$ cat config.mk
export PLATFORM = sky130hd
export DESIGN_NAME = br_resolver
export DESIGN_NICKNAME = d
export VERILOG_FILES = /design/src/rtl/br_pkg.sv /design/src/rtl/br_decode.sv /design/src/rtl/br_cond.sv /design/src/rtl/br_target.sv /design/src/rtl/br_slot_track.sv /design/src/rtl/br_resolver.sv
export SDC_FILE = /design/constraint.sdc
export NUM_CORES = 1
export LEC_CHECK = 0
export BUFFER_PORTS_ARGS = -buffer_cell sky130_fd_sc_hd__buf_2
export CAP_MARGIN = 40
export CORE_UTILIZATION = 50
export CTS_CLUSTER_SIZE = 25
export DETAILED_ROUTE_END_ITERATION = 10
export PLACE_DENSITY = 0.75
export SYNTH_ARGS = -nofsm -noshare
export SYNTH_HDL_FRONTEND = slang
export SYNTH_SLANG_ARGS = --single-unit
$ cat constraint.sdc
create_clock -name clk -period 8.59 [get_ports clk]
set_input_delay 1.2885 -clock clk [delete_from_list [all_inputs] [get_ports clk]]
set_output_delay 1.2885 -clock clk [all_outputs]
set_load 0.02 [all_outputs]
$ cat src/rtl/br_pkg.sv
package br_pkg;
    localparam int XLEN  = 64;
    localparam int ILEN  = 32;
    localparam int STEP  = 4;

    typedef logic [XLEN-1:0] word_t;

    localparam logic [5:0] OP_EQ    = 6'h04;
    localparam logic [5:0] OP_NE    = 6'h05;
    localparam logic [5:0] OP_LEZ   = 6'h06;
    localparam logic [5:0] OP_GTZ   = 6'h07;
    localparam logic [5:0] OP_OVA   = 6'h08;
    localparam logic [5:0] OP_FPU   = 6'h11;
    localparam logic [5:0] OP_LEZC  = 6'h16;
    localparam logic [5:0] OP_GTZC  = 6'h17;
    localparam logic [5:0] OP_OVB   = 6'h18;
    localparam logic [5:0] OP_UNC   = 6'h32;
    localparam logic [5:0] OP_ZEQ   = 6'h36;
    localparam logic [5:0] OP_UNCL  = 6'h3A;
    localparam logic [5:0] OP_ZNE   = 6'h3E;
    localparam logic [4:0] FP_ZERO  = 5'h09;
    localparam logic [4:0] FP_ONE   = 5'h0D;

    typedef enum logic [1:0] {K_NONE, K_DELAYED, K_COMPACT, K_JIDX} kind_e;
    typedef enum logic [1:0] {OFF16, OFF21, OFF26} offsel_e;
    typedef enum logic [4:0] {
        C_ALWAYS, C_EQ, C_NE, C_LEZ_RS, C_GTZ_RS, C_LEZ_RT, C_GTZ_RT,
        C_GEZ_RT, C_LTZ_RT, C_GEU, C_LTU, C_GE, C_LT, C_OV, C_NOV,
        C_EQZ_RS, C_NEZ_RS, C_EQZ_RT, C_NEZ_RT, C_FP0, C_FP1
    } cond_e;

    typedef struct packed {
        kind_e   kind;
        cond_e   cond;
        logic    link;
        offsel_e osel;
    } dec_t;

    function automatic word_t sext(input logic [25:0] f, input int bits);
        word_t r;
        for (int i = 0; i < XLEN; i++)
            r[i] = (i < bits) ? f[i] : f[bits-1];
        return r;
    endfunction

    function automatic logic add_ovf(input word_t a, input word_t b);
        word_t s;
        s = a + b;
        return (a[XLEN-1] == b[XLEN-1]) && (s[XLEN-1] != a[XLEN-1]);
    endfunction
endpackage

$ cat src/rtl/br_decode.sv
module br_decode
    import br_pkg::*;
(
    input  logic [ILEN-1:0] instr,
    input  logic            mode_new,
    output dec_t            dec
);
    logic [5:0] op;
    logic [4:0] rsi, rti;
    logic       rs0, rt0, same, rs_ge;

    assign op    = instr[31:26];
    assign rsi   = instr[25:21];
    assign rti   = instr[20:16];
    assign rs0   = (rsi == '0);
    assign rt0   = (rti == '0);
    assign same  = (rsi == rti);
    assign rs_ge = (rsi >= rti);

    function automatic dec_t mk(kind_e k, cond_e c, logic l, offsel_e o);
        dec_t d;
        d.kind = k; d.cond = c; d.link = l; d.osel = o;
        return d;
    endfunction

    always_comb begin
        dec = mk(K_NONE, C_ALWAYS, 1'b0, OFF16);
        unique case (op)
            OP_EQ: dec = mk(K_DELAYED, C_EQ, 1'b0, OFF16);
            OP_NE: dec = mk(K_DELAYED, C_NE, 1'b0, OFF16);
            OP_LEZ: begin
                if (!mode_new || rt0) dec = mk(K_DELAYED, C_LEZ_RS, 1'b0, OFF16);
                else if (rs0)         dec = mk(K_COMPACT, C_LEZ_RT, 1'b1, OFF16);
                else if (same)        dec = mk(K_COMPACT, C_GEZ_RT, 1'b1, OFF16);
                else                  dec = mk(K_COMPACT, C_GEU, 1'b0, OFF16);
            end
            OP_GTZ: begin
                if (!mode_new || rt0) dec = mk(K_DELAYED, C_GTZ_RS, 1'b0, OFF16);
                else if (rs0)         dec = mk(K_COMPACT, C_GTZ_RT, 1'b1, OFF16);
                else if (same)        dec = mk(K_COMPACT, C_LTZ_RT, 1'b1, OFF16);
                else                  dec = mk(K_COMPACT, C_LTU, 1'b0, OFF16);
            end
            OP_LEZC: begin
                if (!mode_new)   dec = mk(K_DELAYED, C_LEZ_RS, 1'b1, OFF16);
                else if (rt0)    dec = mk(K_NONE, C_ALWAYS, 1'b0, OFF16);
                else if (rs0)    dec = mk(K_COMPACT, C_LEZ_RT, 1'b0, OFF16);
                else if (same)   dec = mk(K_COMPACT, C_GEZ_RT, 1'b0, OFF16);
                else             dec = mk(K_COMPACT, C_GE, 1'b0, OFF16);
            end
            OP_GTZC: begin
                if (!mode_new)   dec = mk(K_DELAYED, C_GTZ_RS, 1'b1, OFF16);
                else if (rt0)    dec = mk(K_NONE, C_ALWAYS, 1'b0, OFF16);
                else if (rs0)    dec = mk(K_COMPACT, C_GTZ_RT, 1'b0, OFF16);
                else if (same)   dec = mk(K_COMPACT, C_LTZ_RT, 1'b0, OFF16);
                else             dec = mk(K_COMPACT, C_LT, 1'b0, OFF16);
            end
            OP_OVA: if (mode_new) begin
                if (rs_ge)       dec = mk(K_COMPACT, C_OV, 1'b0, OFF16);
                else if (rs0)    dec = mk(K_COMPACT, C_EQZ_RT, 1'b1, OFF16);
                else             dec = mk(K_COMPACT, C_EQ, 1'b0, OFF16);
            end
            OP_OVB: if (mode_new) begin
                if (rs_ge)       dec = mk(K_COMPACT, C_NOV, 1'b0, OFF16);
                else if (rs0)    dec = mk(K_COMPACT, C_NEZ_RT, 1'b1, OFF16);
                else             dec = mk(K_COMPACT, C_NE, 1'b0, OFF16);
            end
            OP_ZEQ: if (mode_new) begin
                if (!rs0)        dec = mk(K_COMPACT, C_EQZ_RS, 1'b0, OFF21);
                else             dec = mk(K_JIDX, C_ALWAYS, 1'b0, OFF16);
            end
            OP_ZNE: if (mode_new) begin
                if (!rs0)        dec = mk(K_COMPACT, C_NEZ_RS, 1'b0, OFF21);
                else             dec = mk(K_JIDX, C_ALWAYS, 1'b1, OFF16);
            end
            OP_UNC:  if (mode_new) dec = mk(K_COMPACT, C_ALWAYS, 1'b0, OFF26);
            OP_UNCL: if (mode_new) dec = mk(K_COMPACT, C_ALWAYS, 1'b1, OFF26);
            OP_FPU: if (mode_new) begin
                if (rsi == FP_ZERO)     dec = mk(K_DELAYED, C_FP0, 1'b0, OFF16);
                else if (rsi == FP_ONE) dec = mk(K_DELAYED, C_FP1, 1'b0, OFF16);
            end
            default: ;
        endcase
    end
endmodule

$ cat src/rtl/br_cond.sv
module br_cond
    import br_pkg::*;
(
    input  cond_e cond,
    input  word_t rs_val,
    input  word_t rt_val,
    input  logic  fp_lsb,
    output logic  taken
);
    localparam int MSB = XLEN - 1;
    logic ovf, rs_z, rt_z;

    assign ovf  = add_ovf(rs_val, rt_val);
    assign rs_z = (rs_val == '0);
    assign rt_z = (rt_val == '0);

    always_comb begin
        unique case (cond)
            C_ALWAYS: taken = 1'b1;
            C_EQ:     taken = (rs_val == rt_val);
            C_NE:     taken = (rs_val != rt_val);
            C_LEZ_RS: taken = rs_val[MSB] || rs_z;
            C_GTZ_RS: taken = !rs_val[MSB] && !rs_z;
            C_LEZ_RT: taken = rt_val[MSB] || rt_z;
            C_GTZ_RT: taken = !rt_val[MSB] && !rt_z;
            C_GEZ_RT: taken = !rt_val[MSB];
            C_LTZ_RT: taken = rt_val[MSB];
            C_GEU:    taken = (rs_val >= rt_val);
            C_LTU:    taken = (rs_val < rt_val);
            C_GE:     taken = ($signed(rs_val) >= $signed(rt_val));
            C_LT:     taken = ($signed(rs_val) < $signed(rt_val));
            C_OV:     taken = ovf;
            C_NOV:    taken = !ovf;
            C_EQZ_RS: taken = rs_z;
            C_NEZ_RS: taken = !rs_z;
            C_EQZ_RT: taken = rt_z;
            C_NEZ_RT: taken = !rt_z;
            C_FP0:    taken = !fp_lsb;
            C_FP1:    taken = fp_lsb;
            default:  taken = 1'b0;
        endcase
    end
endmodule

$ cat src/rtl/br_target.sv
module br_target
    import br_pkg::*;
(
    input  dec_t            dec,
    input  logic            taken,
    input  logic [ILEN-1:0] instr,
    input  word_t           pc,
    input  word_t           rt_val,
    output word_t           next_pc,
    output word_t           link_val,
    output logic            do_link
);
    localparam int W16 = 16;
    localparam int W21 = 21;
    localparam int W26 = 26;

    word_t off, seq1, seq2, tgt, ext16;

    assign ext16 = sext(instr[25:0], W16);
    assign seq1  = pc + word_t'(STEP);
    assign seq2  = pc + word_t'(2 * STEP);

    always_comb begin
        unique case (dec.osel)
            OFF21:   off = sext(instr[25:0], W21);
            OFF26:   off = sext(instr[25:0], W26);
            default: off = ext16;
        endcase
    end

    assign tgt = seq1 + (off << 2);

    always_comb begin
        unique case (dec.kind)
            K_DELAYED: next_pc = taken ? tgt : seq2;
            K_COMPACT: next_pc = taken ? tgt : seq1;
            K_JIDX:    next_pc = rt_val + ext16;
            default:   next_pc = seq1;
        endcase
    end

    assign link_val = (dec.kind == K_DELAYED) ? seq2 : seq1;
    assign do_link  = dec.link && taken;
endmodule

$ cat src/rtl/br_slot_track.sv
module br_slot_track (
    input  logic clk,
    input  logic rst,
    input  logic valid,
    input  logic is_compact,
    input  logic is_branch,
    output logic flag,
    output logic err
);
    always_ff @(posedge clk) begin
        if (rst)        flag <= 1'b0;
        else if (valid) flag <= is_compact;
    end

    assign err = valid && flag && is_branch;
endmodule

$ cat src/rtl/br_resolver.sv
module br_resolver
    import br_pkg::*;
(
    input  logic             clk,
    input  logic             rst,
    input  logic             instr_valid,
    input  logic [ILEN-1:0]  instr,
    input  logic [XLEN-1:0]  pc,
    input  logic [XLEN-1:0]  rs_val,
    input  logic [XLEN-1:0]  rt_val,
    input  logic             fp_lsb,
    input  logic             mode_new,
    output logic [XLEN-1:0]  next_pc,
    output logic             link_we,
    output logic [XLEN-1:0]  link_val,
    output logic             delay_slot,
    output logic             slot_err
);
    dec_t dec;
    logic taken, do_link, is_compact, is_branch, cmp_flag;

    br_decode u_dec (.instr(instr), .mode_new(mode_new), .dec(dec));

    br_cond u_cond (
        .cond(dec.cond), .rs_val(rs_val), .rt_val(rt_val),
        .fp_lsb(fp_lsb), .taken(taken)
    );

    br_target u_tgt (
        .dec(dec), .taken(taken), .instr(instr), .pc(pc), .rt_val(rt_val),
        .next_pc(next_pc), .link_val(link_val), .do_link(do_link)
    );

    assign is_compact = (dec.kind == K_COMPACT) || (dec.kind == K_JIDX);
    assign is_branch  = (dec.kind != K_NONE);

    br_slot_track u_slot (
        .clk(clk), .rst(rst), .valid(instr_valid), .is_compact(is_compact),
        .is_branch(is_branch), .flag(cmp_flag), .err(slot_err)
    );

    assign link_we    = instr_valid && do_link;
    assign delay_slot = instr_valid && (dec.kind == K_DELAYED);
endmodule

* Word level (Yosys, flattened, before mapping)
Cells that the tools add are included.
** Operators by class
- Add/sub/neg operators :: 5
- Magnitude comparators :: 5
- Equal/unequal tests :: 45
- Mux-type cells :: 36
- Reduce and logical (&&, ||, !) cells :: 25
** Operators by type and width (number)
- $mux 10 :: 20
- $add 64x64->64 :: 3
- $mux 64 :: 3
- $pmux 64 s3 :: 1
- $pmux 10 s13 :: 1
- $ge 64x64->1 :: 2
- $logic_not 64->1 :: 2
- $lt 64x64->1 :: 2
- $pmux 62 s2 :: 1
- $add 64x3->64 const B :: 1
- $add 64x4->64 const B :: 1
- $eq 64x64->1 :: 1
- $ne 64x64->1 :: 1
- $eq 5x4->1 const B :: 10
- $mux 9 :: 3
- $eq 5x5->1 const B :: 5
- $eq 6x3->1 const B :: 4
- $eq 6x5->1 const B :: 4
- $eq 6x6->1 const B :: 4
- $pmux 1 s21 :: 1
- $eq 5x3->1 const B :: 4
- $mux 8 :: 2
- $logic_not 5->1 :: 3
- $mux 7 :: 2
- 15 further kinds :: 35
** Word-level totals
- Register bits after elaboration :: 1
- Input port bits :: 229
- Word-level logic and storage cells :: 117

* Longest topological paths before layout
- Word-level depth :: 11
- Mapped depth :: 28
- Gate-level depth less buffers :: 24

* Modules after synthesis
Synthesis repeated with hierarchy kept, for this count alone.
** Second synthesis, totals
- Cells, all modules :: 2716
- Area total of the unflattened synthesis :: 17717.0 um2
** By module, submodules not included
- br_target :: instances 1, cells each 2114, area an instance 13440.4 um2, sequential area each 0.0 um2
- br_cond :: instances 1, cells each 497, area an instance 3602.2 um2, sequential area each 0.0 um2
- br_decode :: instances 1, cells each 97, area an instance 606.8 um2, sequential area each 0.0 um2
- br_slot_track :: instances 1, cells each 4, area an instance 41.3 um2, sequential area each 20.0 um2
- br_resolver :: instances 1, cells each 4, area an instance 26.3 um2, sequential area each 0.0 um2

* Worst setup path before layout
No wires, ideal clock.
- Kind :: input-to-output
- Start :: in instr[22]
- End :: out next_pc[57]
- Arrival :: 7.627 ns
- Slack :: -0.326 ns
- Stages on the path :: 24
- Cells stage by stage :: or3_1 > or3_1 > nand3_1 > inv_1 > ha_1 > nor2b_1 > a21o_1 > clkinv_1 > clkbuf_1 > buf_1 > clkbuf_1 > ha_1 > a21o_1 > a21o_1 > a21o_1 > a2111oi_0 > nand2_1 > o2bb2ai_1 > a31oi_1 > a31oi_1 > mux2i_1 > a21oi_1 > a211oi_1 > a2bb2oi_1
** On the way
- Cells in the longest elaborated chain, start to end :: 10
** Ends and longest elaborated chain
- start, declared :: RTL line br_resolver.sv:7 : input logic [ILEN-1:0] instr,
- parallel branches: the longest is 9 deep, another holds $add 64x64->64
- $pmux 64 s3 * :: RTL line br_target.sv:34 : unique case (dec.kind)
- end, declared :: RTL line br_resolver.sv:13 : output logic [XLEN-1:0] next_pc,
Mark *: on every way between the ends.

* Worst setup path after layout
- Start :: in instr[22]
- End :: out next_pc[56]
The elaborated chain is that of the path after synthesis.

==> out/metrics.csv <==
metric,value,unit
kind of critical path,in2out,
P_leak,8.65,nW
Crit path arrival time,6890,ps
DPL Wire Length,61400,um
drt pass-1 iters,5,
Synth Area in XOR/XNOR,0.133,
Worst-path clk slew,0,ps
Seq. cell area,20.0,um^2
largest family of logic cells by synthesized area,compound AO/OA/AOI/OAI gates,
Core Rows,66,
Syn Inst Count,2574,
most frequent cell after synthesis,nand2_1,
first-pass GRT wire length,113000,um
final wirelength,74700,um
Syn Nets,3053,
Hold Fails Final Rpt,0,
setup repair after global routing missed its margin,no,
"EDFF count, synth",0,
RePlAce Congestion,1.12,
Synth Flop Type,dfxtp_1,
Routed Antenna Nets,0,
Synth Area in Simple Gates,0.279,
Synth area leaders,"ha_1 (19%), xnor2_1 (8.5%), a21oi_1 (7.9%), nand2_1 (6.2%), xor2_1 (4.8%)",
"flops & latches, synth",1,
Clock Latency Late Sink,0,ps
synth cell count leaders,"nand2_1 (277), a21oi_1 (263), ha_1 (248)",
vias in the first global route,20200,
number of flip-flops in the largest register,1,
Setup TNS Final,0,ps
syn_area_per_cell,6.51,um^2
Ports,360,
Post-Synth Adder-Cell Area,0.188,
footprint of the multi-input gates,15700,um^2
Worst Setup Start Kind,primary input,
Worst R2R Setup Slack,7920,ps
Setup-failing EPs final,0,
Die Width,185,um
outcome,finished clean,
full die area,34300,um^2
Yosys top cell area share,0.185,
Largest regs,u_slot.flag x1,
"Remaining Overflow, GRT",0,
Via density,6.60,
DR WL/cell,22.6,um
crit path capture type,output pin,
Yosys top cell by area,ha_1,
met1 global-route usage,0.513,
max-cap violations,0,
Area Growth Syn to Fin,13.8,%
"Req. time, crit path",7300,ps
PwrDens,68.1,nW/um^2
post-synth cell types,101,
"Most flops, register",u_slot.flag,
Final Skew,0,ps
hold_buf cts,0,
Synth Cell Area,16800,um^2
fin crit share,0.952,
ys async rst share,0,
Residual DRC,0,
largest net degree at the start of global routing,52,
Tot GR Track Use,0.422,
post-layout minimum cycle time,8180,ps
Final nets,3343,
die height,185,um
Slew Limit Fails,0,
register area share after synthesis,0.00119,
fill cell count,3347,
global routing met2 resource utilization,0.685,
Synth Area in Compound Gates,0.326,
normalized max-slew margin,0.355,
Starting Density,0.511,
mux cell area share after synthesis,0.00978,
Hold Crit Class,reg2reg,
layout cells sized above 1,0.163,
"Core Util, Final",0.582,
vias,21800,
Most Crowded Layer GR,met2,
Slew @ Worst Pin,944,ps
DR iter-0 viols,2175,
synth warn,0,
Critical Path Fanout Max,5,
IO Port Bufs,359,
Max VDD drop,0.0000451,V
initial antenna violation count,1,
area of the core,32800,um^2
fmax,0.122,GHz
GR Util met3,0.0743,
## power breakdown
group / total (W) / leakage, nW / switching (W) / internal [W]
Clock: 0.0000000000156 / 0.00000634 / 0 / 0.0000000000156
Combinational: 0.00129 / 8.64 / 0.000821 / 0.000472
Sequential: 0.00000520 / 0.00825 / 0.000000190 / 0.00000501
## kinds of logic after synthesis
kind of cell               count (synthesis)
xor gates and xnor gates                 254
muxes                                     16
adders and majority gates                250
DFF                                        1
buffers and inverters                    264
AOI/OAI and AO/OA                        841
and+or+nand+nor                          948
## routing by layer
metal  up-vias  wire [um]  part of all wire
met2      1300      32300              0.43
met3       293       7400             0.099
met5         -          0                 0
li1      10100          -                 -
met1     10100      29500              0.39
met4         0       5520             0.074
## worst max-delay path, cell delays in order
cell     delay (ps)
buf_2           130
or3_1           430
or3_1           420
nand3_1         180
inv_1            60
ha_1            340
nor2_1          380
nand2_1         110
nand2_1         100
ha_1            290
a21oi_1         190
o21ai_0          90
a31o_2          240
a21o_1          200
a221o_1         390
a311o_2         380
a31oi_4         240
o21a_2          220
o21ai_1         170
a211o_1         350
a221o_1         340
nand2_1         100
o21ai_1          70
buf_2           160
## cells in the final DEF (no fill, tap or decap), drive strengths merged, types with 9 or more instances in the layout
master / instances
a211o: 15
a211oi: 24
a21boi: 10
a21o: 90
a21oi: 264
a221o: 13
a221oi: 13
a22oi: 25
a31oi: 31
a41oi: 9
and2: 22
and3: 35
and4: 9
buf: 413
ha: 248
inv: 137
mux2i: 13
nand2: 278
nand2b: 17
nand3: 83
nand4: 80
nor2: 212
nor2b: 28
nor3: 65
nor4: 58
o211ai: 16
o21a: 18
o21ai: 169
o21bai: 21
o221ai: 12
o22ai: 20
o31ai: 15
or2: 10
or3: 19
or4: 13
xnor2: 162
xor2: 92
## layout make-up
type	count	share of cell area
multi-input cells	2309	0.824
repair buffers	414	0.119
well taps	442	0.0290
inverters	138	0.0272
flip-flops and latches	1	0.00105
diodes	1	0.000131
## metrics by stage
| stage | instances | area, um^2 | power (W) | hold WS (ps) | worst slack, ps |
|---|---|---|---|---|---|
| floorplan | 2574 | 16800 | 0.000838 | 469 | 122 |
| global placement | 3296 | 19000 | 0.00124 | 505 | 570 |
| detailed placement | 3302 | 19000 | 0.00125 | 518 | 395 |
| CTS | 3302 | 19000 | 0.00126 | 516 | 393 |
| global route | 3305 | 19100 | 0.00140 | 541 | 11.7 |
| finish | 3305 | 19100 | 0.00130 | 509 | 413 |
## path summary, 6_finish.rpt
path                                                  to                      from  cells past startpoint
worst max-delay path                         next_pc[56]                 instr[22]                     24
worst min-delay path            u_slot.flag$_SDFFE_PP0P_  u_slot.flag$_SDFFE_PP0P_                      2
worst max register to register  u_slot.flag$_SDFFE_PP0P_  u_slot.flag$_SDFFE_PP0P_                      2
worst min register to register  u_slot.flag$_SDFFE_PP0P_  u_slot.flag$_SDFFE_PP0P_                      2
## repair_timing
item	in CTS	in global routing
gates resized for setup	0	1
hold endpoints to repair	0	0
endpoints found under the setup margin	0	1
setup buffers	0	0
No activity file was read; power rests on OpenSTA's default activity.
